### config.mk
export PLATFORM = sky130hd
export DESIGN_NAME = spi_queued_master
export DESIGN_NICKNAME = d
export VERILOG_FILES = /design/src/rtl/spim_pkg.sv /design/src/rtl/spim_fifo.sv /design/src/rtl/spim_ctrl.sv /design/src/rtl/spim_datapath.sv /design/src/rtl/spi_queued_master.sv
export SDC_FILE = /design/constraint.sdc
export NUM_CORES = 1
export LEC_CHECK = 0
export BUFFER_PORTS_ARGS = -buffer_cell sky130_fd_sc_hd__buf_4
export CAP_MARGIN = 25
export CELL_PAD_IN_SITES_DETAIL_PLACEMENT = 0
export CELL_PAD_IN_SITES_GLOBAL_PLACEMENT = 1
export CORE_ASPECT_RATIO = 0.6
export CORE_UTILIZATION = 35
export DETAILED_ROUTE_END_ITERATION = 8
export PLACE_DENSITY = 0.61
export SLEW_MARGIN = 30
export SYNTH_ARGS = -nofsm -noshare
export SYNTH_HDL_FRONTEND = slang
export SYNTH_SLANG_ARGS = --single-unit
### constraint.sdc
create_clock -name clk -period 3.3 [get_ports clk]
set_input_delay 0 -clock clk [delete_from_list [all_inputs] [get_ports clk]]
set_output_delay 0 -clock clk [all_outputs]
set_load 0.01 [all_outputs]
### src/rtl/spim_pkg.sv
package spim_pkg;
  // Per-cycle commands from the sequencer to the shift datapath
  typedef struct packed {
    logic loadTx;     // take the transmit head into the shifter
    logic sampleBit;  // rising sclk edge: capture miso
    logic shiftBit;   // falling sclk edge: present next bit
    logic frameDone;  // last falling edge of a frame
  } spimStrobes_t;
endpackage

### src/rtl/spim_fifo.sv
module spim_fifo #(
  parameter int WIDTH = 8,
  parameter int DEPTH = 8,
  parameter int THRESH = 4,
  parameter bit REQ_ON_FREE = 1'b1,
  localparam int LVL_W = $clog2(DEPTH + 1)
) (
  input  logic             clk,
  input  logic             rstN,
  input  logic             push,
  input  logic [WIDTH-1:0] pushData,
  input  logic             pop,
  output logic [WIDTH-1:0] headData,
  output logic             full,
  output logic             empty,
  output logic [LVL_W-1:0] level,
  output logic             req
);
  localparam int PTR_W = $clog2(DEPTH);

  logic [WIDTH-1:0] store [DEPTH];
  logic [PTR_W-1:0] wrPtr, rdPtr;
  logic [LVL_W-1:0] count;
  logic doPush, doPop;

  assign full   = (count == LVL_W'(DEPTH));
  assign empty  = (count == '0);
  assign level  = count;
  assign doPush = push && !full;
  assign doPop  = pop && !empty;
  assign headData = store[rdPtr];

  always_ff @(posedge clk) begin
    if (doPush) store[wrPtr] <= pushData;
  end

  always_ff @(posedge clk or negedge rstN) begin
    if (!rstN) begin
      wrPtr <= '0;
      rdPtr <= '0;
      count <= '0;
    end else begin
      if (doPush) wrPtr <= (wrPtr == PTR_W'(DEPTH - 1)) ? '0 : wrPtr + 1'b1;
      if (doPop)  rdPtr <= (rdPtr == PTR_W'(DEPTH - 1)) ? '0 : rdPtr + 1'b1;
      case ({doPush, doPop})
        2'b10:   count <= count + 1'b1;
        2'b01:   count <= count - 1'b1;
        default: count <= count;
      endcase
    end
  end

  generate
    if (REQ_ON_FREE) begin : g_reqFree
      assign req = (LVL_W'(DEPTH) - count) >= LVL_W'(THRESH);
    end else begin : g_reqFill
      assign req = count >= LVL_W'(THRESH);
    end
  endgenerate

  p_full_holds_r6: assert property (@(posedge clk) disable iff (!rstN)
    (full && !pop) |=> $stable(level));
  p_empty_pop_ignored_r12: assert property (@(posedge clk) disable iff (!rstN)
    (empty && !push) |=> empty);
  p_level_bound_r6: assert property (@(posedge clk) disable iff (!rstN)
    count <= LVL_W'(DEPTH));
endmodule

### src/rtl/spim_ctrl.sv
module spim_ctrl
  import spim_pkg::*;
#(
  parameter int CLK_DIV = 8,
  parameter int FRAME_BITS = 8
) (
  input  logic         clk,
  input  logic         rstN,
  input  logic         enable,
  input  logic         txEmpty,
  output spimStrobes_t strobes,
  output logic         sclk,
  output logic         busy
);
  localparam int DIV_W = $clog2(CLK_DIV);
  localparam int BIT_W = $clog2(FRAME_BITS);

  logic             active;
  logic [DIV_W-1:0] divCnt;
  logic [BIT_W-1:0] bitCnt;
  logic canStart, halfPt, endPt, lastBit;

  assign canStart = enable && !txEmpty;
  assign halfPt   = (divCnt == DIV_W'(CLK_DIV / 2 - 1));
  assign endPt    = (divCnt == DIV_W'(CLK_DIV - 1));
  assign lastBit  = (bitCnt == BIT_W'(FRAME_BITS - 1));

  always_comb begin
    strobes.sampleBit = active && halfPt;
    strobes.shiftBit  = active && endPt && !lastBit;
    strobes.frameDone = active && endPt && lastBit;
    strobes.loadTx    = canStart && (!active || (endPt && lastBit));
  end

  always_ff @(posedge clk or negedge rstN) begin
    if (!rstN) begin
      active <= 1'b0;
      divCnt <= '0;
      bitCnt <= '0;
      sclk   <= 1'b0;
    end else begin
      if (strobes.loadTx) begin
        active <= 1'b1;
        divCnt <= '0;
        bitCnt <= '0;
        sclk   <= 1'b0;
      end else if (strobes.frameDone) begin
        active <= 1'b0;
        divCnt <= '0;
        sclk   <= 1'b0;
      end else if (active) begin
        divCnt <= endPt ? '0 : divCnt + 1'b1;
        if (endPt) bitCnt <= bitCnt + 1'b1;
        if (strobes.sampleBit) sclk <= 1'b1;
        else if (endPt) sclk <= 1'b0;
      end
    end
  end

  assign busy = active;

  p_sclk_idle_low_r2: assert property (@(posedge clk) disable iff (!rstN)
    !busy |-> !sclk);
  p_strobes_exclusive_r2: assert property (@(posedge clk) disable iff (!rstN)
    $onehot0({strobes.sampleBit, strobes.shiftBit, strobes.frameDone}));
  p_gapless_r5: assert property (@(posedge clk) disable iff (!rstN)
    (strobes.frameDone && enable && !txEmpty) |=> (busy && !sclk));
  p_stop_after_frame_r5: assert property (@(posedge clk) disable iff (!rstN)
    (strobes.frameDone && !enable) |=> !busy);
endmodule

### src/rtl/spim_datapath.sv
module spim_datapath
  import spim_pkg::*;
#(
  parameter int FRAME_BITS = 8
) (
  input  logic                  clk,
  input  logic                  rstN,
  input  spimStrobes_t          strobes,
  input  logic [FRAME_BITS-1:0] txHead,
  input  logic                  miso,
  output logic                  mosi,
  output logic [FRAME_BITS-1:0] rxWord
);
  logic [FRAME_BITS-1:0] txShift;
  logic [FRAME_BITS-1:0] rxShift;

  always_ff @(posedge clk or negedge rstN) begin
    if (!rstN) begin
      txShift <= '0;
      rxShift <= '0;
    end else begin
      if (strobes.loadTx)         txShift <= txHead;
      else if (strobes.shiftBit)  txShift <= {txShift[FRAME_BITS-2:0], 1'b0};
      else if (strobes.frameDone) txShift <= '0;
      if (strobes.sampleBit)      rxShift <= {rxShift[FRAME_BITS-2:0], miso};
    end
  end

  assign mosi   = txShift[FRAME_BITS-1];
  assign rxWord = rxShift;

  p_mosi_steady_at_rise_r2: assert property (@(posedge clk) disable iff (!rstN)
    strobes.sampleBit |=> $stable(mosi));
endmodule

### src/rtl/spi_queued_master.sv
module spi_queued_master
  import spim_pkg::*;
#(
  parameter int DATA_W = 8,
  parameter int FIFO_DEPTH = 8,
  parameter int REQ_THRESH = 4,
  parameter int CLK_DIV = 8,
  localparam int LVL_W = $clog2(FIFO_DEPTH + 1)
) (
  input  logic              clk,
  input  logic              rstN,
  input  logic              enable,
  input  logic              csAssert,
  input  logic              txPush,
  input  logic [DATA_W-1:0] txData,
  input  logic              rxPop,
  output logic [DATA_W-1:0] rxData,
  input  logic [1:0]        ovfClear,
  output logic              txFull,
  output logic              txEmpty,
  output logic [LVL_W-1:0]  txLevel,
  output logic              txReq,
  output logic              rxFull,
  output logic              rxEmpty,
  output logic [LVL_W-1:0]  rxLevel,
  output logic              rxReq,
  output logic              txOverflow,
  output logic              rxOverflow,
  output logic              busy,
  output logic              sclk,
  output logic              mosi,
  input  logic              miso,
  output logic              csN
);
  spimStrobes_t      strobes;
  logic [DATA_W-1:0] txHead;
  logic [DATA_W-1:0] rxWord;

  spim_fifo #(.WIDTH(DATA_W), .DEPTH(FIFO_DEPTH), .THRESH(REQ_THRESH), .REQ_ON_FREE(1'b1)) txFifo_i (
    .clk(clk), .rstN(rstN), .push(txPush), .pushData(txData), .pop(strobes.loadTx),
    .headData(txHead), .full(txFull), .empty(txEmpty), .level(txLevel), .req(txReq));

  spim_fifo #(.WIDTH(DATA_W), .DEPTH(FIFO_DEPTH), .THRESH(REQ_THRESH), .REQ_ON_FREE(1'b0)) rxFifo_i (
    .clk(clk), .rstN(rstN), .push(strobes.frameDone), .pushData(rxWord), .pop(rxPop),
    .headData(rxData), .full(rxFull), .empty(rxEmpty), .level(rxLevel), .req(rxReq));

  spim_ctrl #(.CLK_DIV(CLK_DIV), .FRAME_BITS(DATA_W)) ctrl_i (
    .clk(clk), .rstN(rstN), .enable(enable), .txEmpty(txEmpty),
    .strobes(strobes), .sclk(sclk), .busy(busy));

  spim_datapath #(.FRAME_BITS(DATA_W)) datapath_i (
    .clk(clk), .rstN(rstN), .strobes(strobes), .txHead(txHead),
    .miso(miso), .mosi(mosi), .rxWord(rxWord));

  always_ff @(posedge clk or negedge rstN) begin
    if (!rstN) begin
      txOverflow <= 1'b0;
      rxOverflow <= 1'b0;
      csN        <= 1'b1;
    end else begin
      csN <= !csAssert;
      if (txPush && txFull)            txOverflow <= 1'b1;
      else if (ovfClear[0])            txOverflow <= 1'b0;
      if (strobes.frameDone && rxFull) rxOverflow <= 1'b1;
      else if (ovfClear[1])            rxOverflow <= 1'b0;
    end
  end

  p_tx_ovf_sticky_r7: assert property (@(posedge clk) disable iff (!rstN)
    (txOverflow && !ovfClear[0]) |=> txOverflow);
  p_rx_ovf_sticky_r8: assert property (@(posedge clk) disable iff (!rstN)
    (rxOverflow && !ovfClear[1]) |=> rxOverflow);
  p_full_push_flags_r7: assert property (@(posedge clk) disable iff (!rstN)
    (txPush && txFull) |=> txOverflow);
endmodule

[Word level (Yosys, flattened, before mapping)]
Memory sizes are Yosys's and may differ from the RTL's.
Index checks and enable logic that the tools add are counted.
Cells by class
  add/sub/neg operators: 11
  $lt $le $gt $ge: 2
  eq/ne operators: 14
  mux-type cells: 32
  reduce and logical (&&, ||, !) cells: 35
Operators with widths (count)
  two-way mux 3 bit: 12
  two-way mux 8 bit: 3
  adder 3 x 1 -> 3 bit (second input constant): 6
  == test 3 bit (second input constant): 6
  one-hot mux 4 bit (2 select lines): 2
  two-way mux 1 bit: 15
  nonzero test 2 bit: 7
  logical AND 1 bit: 13
  adder 4 x 1 -> 4 bit (second input constant): 2
  == test 4 bit (second input constant): 2
  >= comparator 4 x 3 -> 1 bit (second input constant): 2
  zero test 4 bit: 2
  subtractor 4 x 1 -> 4 bit (second input constant): 2
  zero test 1 bit: 7
  nonzero test 3 bit: 2
  == test 2 x 1 -> 1 bit (second input constant): 2
  == test 2 bit (second input constant): 2
  nonzero test 4 bit: 1
  subtractor 4 bit (first input constant): 1
  == test 3 x 2 -> 1 bit (second input constant): 1
  AND reduction 3 bit: 1
  != test 2 bit (second input constant): 1
  AND reduction 2 bit: 1
  logical OR 1 bit: 1
Storage, ports and cells
  register bits: 47
  bits in writable memories: 128
  input bits: 17
  output and inout port bits: 28
  logic and storage cells: 111
  memories: 2
Memory list
  rxFifo_i.store: words 8, width 8, rd ports 1, clocked after Yosys merged registers in 0, wr ports 1, line spim_fifo.sv:21  | logic [WIDTH-1:0] store [DEPTH];
  txFifo_i.store: words 8, width 8, rd ports 1, clocked after Yosys merged registers in 0, wr ports 1, line spim_fifo.sv:21

[Depth between registers and ports, before layout]
  word-level depth: 7
  mapped depth: 12

[Modules after synthesis]
Synthesis repeated with hierarchy kept, for this count alone.
Second synthesis, totals
  cells, all modules: 446
  area, all modules: 7606.0 um^2
By module, submodules not included
  spim_fifo at rxFifo_i: times used 1, cells an instance 163, area each 3161.8 um^2, sequential area each 2172.1 um^2
  spim_fifo at txFifo_i: times used 1, cells an instance 166, area each 3161.8 um^2, sequential area each 2172.1 um^2
  spim_datapath: times used 1, cells an instance 58, area each 703.2 um^2, sequential area each 400.4 um^2
  spim_ctrl: times used 1, cells an instance 49, area each 466.7 um^2, sequential area each 200.2 um^2
  spi_queued_master: times used 1, cells an instance 10, area each 112.6 um^2, sequential area each 76.3 um^2

[Least setup slack after synthesis]
Ideal clock, no wire load.
  path type: flip-flop to flip-flop
  start point: register rxFifo_i.count[0] (netlist: rxFifo_i.level[0])
  end point: register rxFifo_i.count[3] (netlist: rxFifo_i.level[3])
  library setup time: 0.116 ns
  arrival time: 2.399 ns
  required time: 3.184 ns
  setup slack: 0.786 ns
  stages on the path, launching flop included: 9
  path buffers: 0
  cells stage by stage: dfrtp_1 nor4_1 nand2b_1 inv_1 ha_1 ha_1 a21oi_1 o21ai_0 o311ai_0
On the way
  longest elaborated chain between the ends: 5
Ends and longest elaborated chain
  from (decl): line spim_fifo.sv:23  | logic [LVL_W-1:0] count;
  from (signal assigned): line spim_fifo.sv:46  | 2'b10: count <= count + 1'b1;
  from (signal assigned): line spim_fifo.sv:47  | 2'b01: count <= count - 1'b1;
  from (signal assigned): line spim_fifo.sv:48  | default: count <= count;
  zero test 4 bit *: line spim_fifo.sv:27  | assign empty = (count == '0);
  via rxEmpty: line spi_queued_master.sv:24  | output logic rxEmpty,
  zero test 1 bit *: line spim_fifo.sv:30  | assign doPop = pop && !empty;
  logical AND 1 bit *: line spim_fifo.sv:30
  via rxFifo_i.doPop: line spim_fifo.sv:24  | logic doPush, doPop;
  == test 2 x 1 -> 1 bit or == test 2 bit (tied branches): line spim_fifo.sv:45  | case ({doPush, doPop})
  one-hot mux 4 bit (2 select lines) or nonzero test 2 bit (tied branches)
Mark *: on every way through the listed nets, which the timed path passes. The rest lies on a longest branch.
A chain may end at the register's enable or synchronous reset.

[Worst setup path in the final report]
  start point: register ctrl_i.divCnt[0]
  end point: register rxFifo_i.count[3] (netlist: rxFifo_i.level[3])
On the way
  longest elaborated chain between the ends: 6
Ends and longest elaborated chain
  from (decl): line spim_ctrl.sv:19  | logic [DIV_W-1:0] divCnt;
  from (signal assigned): line spim_ctrl.sv:52  | divCnt <= endPt ? '0 : divCnt + 1'b1;
  == test 3 bit *: line spim_ctrl.sv:25  | assign endPt = (divCnt == DIV_W'(CLK_DIV - 1));
  logical AND 1 bit * (2 in series): line spim_ctrl.sv:31  | strobes.frameDone = active && endPt && lastBit;
  logical AND 1 bit *: line spim_fifo.sv:29  | assign doPush = push && !full;
  == test 2 x 1 -> 1 bit or == test 2 bit (tied branches): line spim_fifo.sv:45
  one-hot mux 4 bit (2 select lines) or nonzero test 2 bit (tied branches)
Mark *: on every way between the ends. The rest lies on a longest branch, timed or not.

==> impl_metrics.toml <==
[die]
ios = 45
core_sq_um = 20400
die_w_um = 190
die_y_um = 115
placementRows = 40
die_area_sq_um = 21700
floorplan.initialDensity = 0.363

[synth]
ys_seq_area_frac = 0.678
ys_types = 49
yosys_warnings = 0
syn-cell-area_sq_um = 7400
synth_edf_count = 128
synthCells = 432
synth_top_cell_area_share = 0.519
synthArstFlopShare = 0.269
syn_avg_cell_area_sq_um = 17.1
synth_area_leaders = "edfxtp_1, dfrtp_1, mux4_2"
yosys_register_bits = 175
synth_nets = 469
yosys_most_used_dff = "edfxtp_1"
yosysTopAreaCell = "edfxtp_1"

[timing]
holdWs_ns = 0.0531
rsz0062_at_grt = "no"
fin_tns_setup_ns = 0
worst_slack_ns = 0.534
worst_pin_slew_ns = 0.886
finalHoldViolations = 0
clock.fmax_mhz = 362
finalCritPeriodShare = 0.838
layout_min_cycle_time_ns = 2.77
report.final.slew_viol_count = 0
finalClockSkew_ns = 0.00811
slew_headroom = 0.407
finalSetupViolCount = 0

[power]
power_density_nw_per_um2 = 690
p_leak_nw = 3.21
max-vdd-ir-drop_v = 0.000414

[global_route]
grt_max_degree = 48
grt_pass1_vias = 4016
overflow = 0
grt_pass1_wl_um = 22800
grtUsageTotal = 0.144
antenna_found_initial = 0

[route]
wl_um = 14100
vias = 3930
firstDrtPassIters = 4
viasPerCell = 4.94
ant_nets = 0
drcViolationCount = 0
avgRoutedWirePerCell_um = 17.8
drt-initial-drc-count = 276

[critical_path]
cp-start-kind = "flop"
setup.worst_path.start = "ctrl_i.divCnt[0]"
cpPeakStageDelay_ns = 0.37
cp-end-kind = "flop"
reg2reg_slack_ns = 0.53
crit_fanout = 9
crit_slowest_cell = "dfrtp_1"
crit_top_cell = "ha_1"
worst-path-buf-inv = 1
cp_cell_sequence = "ha_1 > ha_1 > nand3_1 > nor2_1 > inv_2 > ha_1 > ha_1 > a21oi_1 > o21ai_0 > o311ai_0"
worstPathArrival_ns = 3.08
required_ns = 3.61
r2r_start = "ctrl_i.divCnt[0]"
critPathKind = "reg2reg"
crit_family = "adder cells"

[cells_and_area]
area_growth_pct = 19.3
fin_nets = 546
final_area_sq_um = 8830
drive_gt1_frac = 0.310
mostFrequentLayoutCell = "edfxtp_1"
diodes = 0
mostFrequentLayoutCells = "edfxtp_1, buf_4, dfrtp_1"
fin_util = 0.433

[clock_tree]
cts_root_buffer = "clkbuf_16"
numClockSinks = 175
cts_made_buffers = 17
post_cts_buffers = 0
cts_tree = "done"
clock_path_buffers = 2
cts.htree.levels = 4
clk_pin_slew_worst_paths_ns = 0.07
worstSkewPairLatency_ns = 0.43

[place]
pre_cts_ws_ns = 0.343
post-dp-hpwl_um = 9200
place_area_sq_um = 8090
port_buffers = 44
place.gp.congestion = 0.750

[outcome]
status = "completed"

[worst_hold_path]
hold_path.class = "in2reg"
hold_start = "rxPop"

[job]
cap_violations = 0
worst paths after layout:
check | to | cells past startpoint
max in group asynchronous | ctrl_i.sclk | 2
min in group asynchronous | txFifo_i.wrPtr[1] | 2
worst max-delay path | rxFifo_i.level[3] | 10
worst min register to register | ctrl_i.divCnt[0] | 1
worst min-delay path | rxFifo_i.rdPtr[0] | 3
worst max register to register | rxFifo_i.level[3] | 10
per-layer routing:
layer  routed length, um  part of all wire  vias up  GRT usage
met2                6210              0.44       67      0.212
met3                 698             0.049       13     0.0398
met4                 148             0.010        0     0.0452
li1                    -                 -     1836          -
met5                   0                 0        -          0
met1                7070              0.50     2014      0.205
state kept, by name, indices dropped and copies added, names as in the netlist:
signal	count
csN	1
ctrl_i.bitCnt	3
ctrl_i.busy	1
ctrl_i.divCnt	3
ctrl_i.sclk	1
datapath_i.rxWord	8
datapath_i.txShift	8
rxFifo_i.level	4
rxFifo_i.rdPtr	3
rxFifo_i.store	64
rxFifo_i.wrPtr	3
rxOverflow	1
txFifo_i.level	4
txFifo_i.rdPtr	3
txFifo_i.store	64
txFifo_i.wrPtr	3
txOverflow	1
cell families after synthesis:
group,synth area share
XOR/XNOR,0.00828
buffers and inverters,0.0252
flip-flops,0.678
adder cells (fa/ha/maj),0.0348
multiplexers,0.145
AND/OR/NAND/NOR,0.0568
AO/OA/AOI/OAI,0.0519
stage by stage:
step	cells	power, mW
after floorplan	432	3.69
after global placement	748	4.15
after detailed placement	748	4.19
after CTS	795	6.18
after global routing	795	6.41
final	795	6.09
cell type report:
| class | count | area [sq um] |
|---|---|---|
| Clock buffer | 18 | 429 |
| Clock inverter | 14 | 154 |
| Fill cell | 1789 | 11500 |
| Inverter | 15 | 56.3 |
| Multi-Input combinational cell | 221 | 2190 |
| Sequential cell | 175 | 5020 |
| Tap cell | 273 | 342 |
| Timing Repair Buffer | 79 | 631 |
synthesized netlist by cell type (9+ instances only):
cell      instances
nor3_1           13
nand2b_1          9
o21ai_0          18
mux2i_1           9
ha_1             19
dfrtp_1          46
inv_1            14
edfxtp_1        128
mux4_2           32
nor2_1           11
mux2_2           23
nand2_1          25
power breakdown:
group / internal (mW) / switching [mW] / total (mW)
sequential: 2.58 / 0.276 / 2.86
clock: 1.07 / 0.892 / 1.96
combinational: 0.706 / 0.565 / 1.27
total: 4.36 / 1.73 / 6.09
tightest hold or removal path, stage by stage:
cell and delay (ns):
buf_4 0.08, nand2b_1 0.15, a21o_1 0.21
timing repair:
item / CTS / global route
endpoints found under the setup margin: 0 / 1
gates resized for setup: 0 / 1
hold buffers: 15 / 0
hold endpoints to repair: 115 / 0
Note: power is estimated with default switching activity, not from simulation.
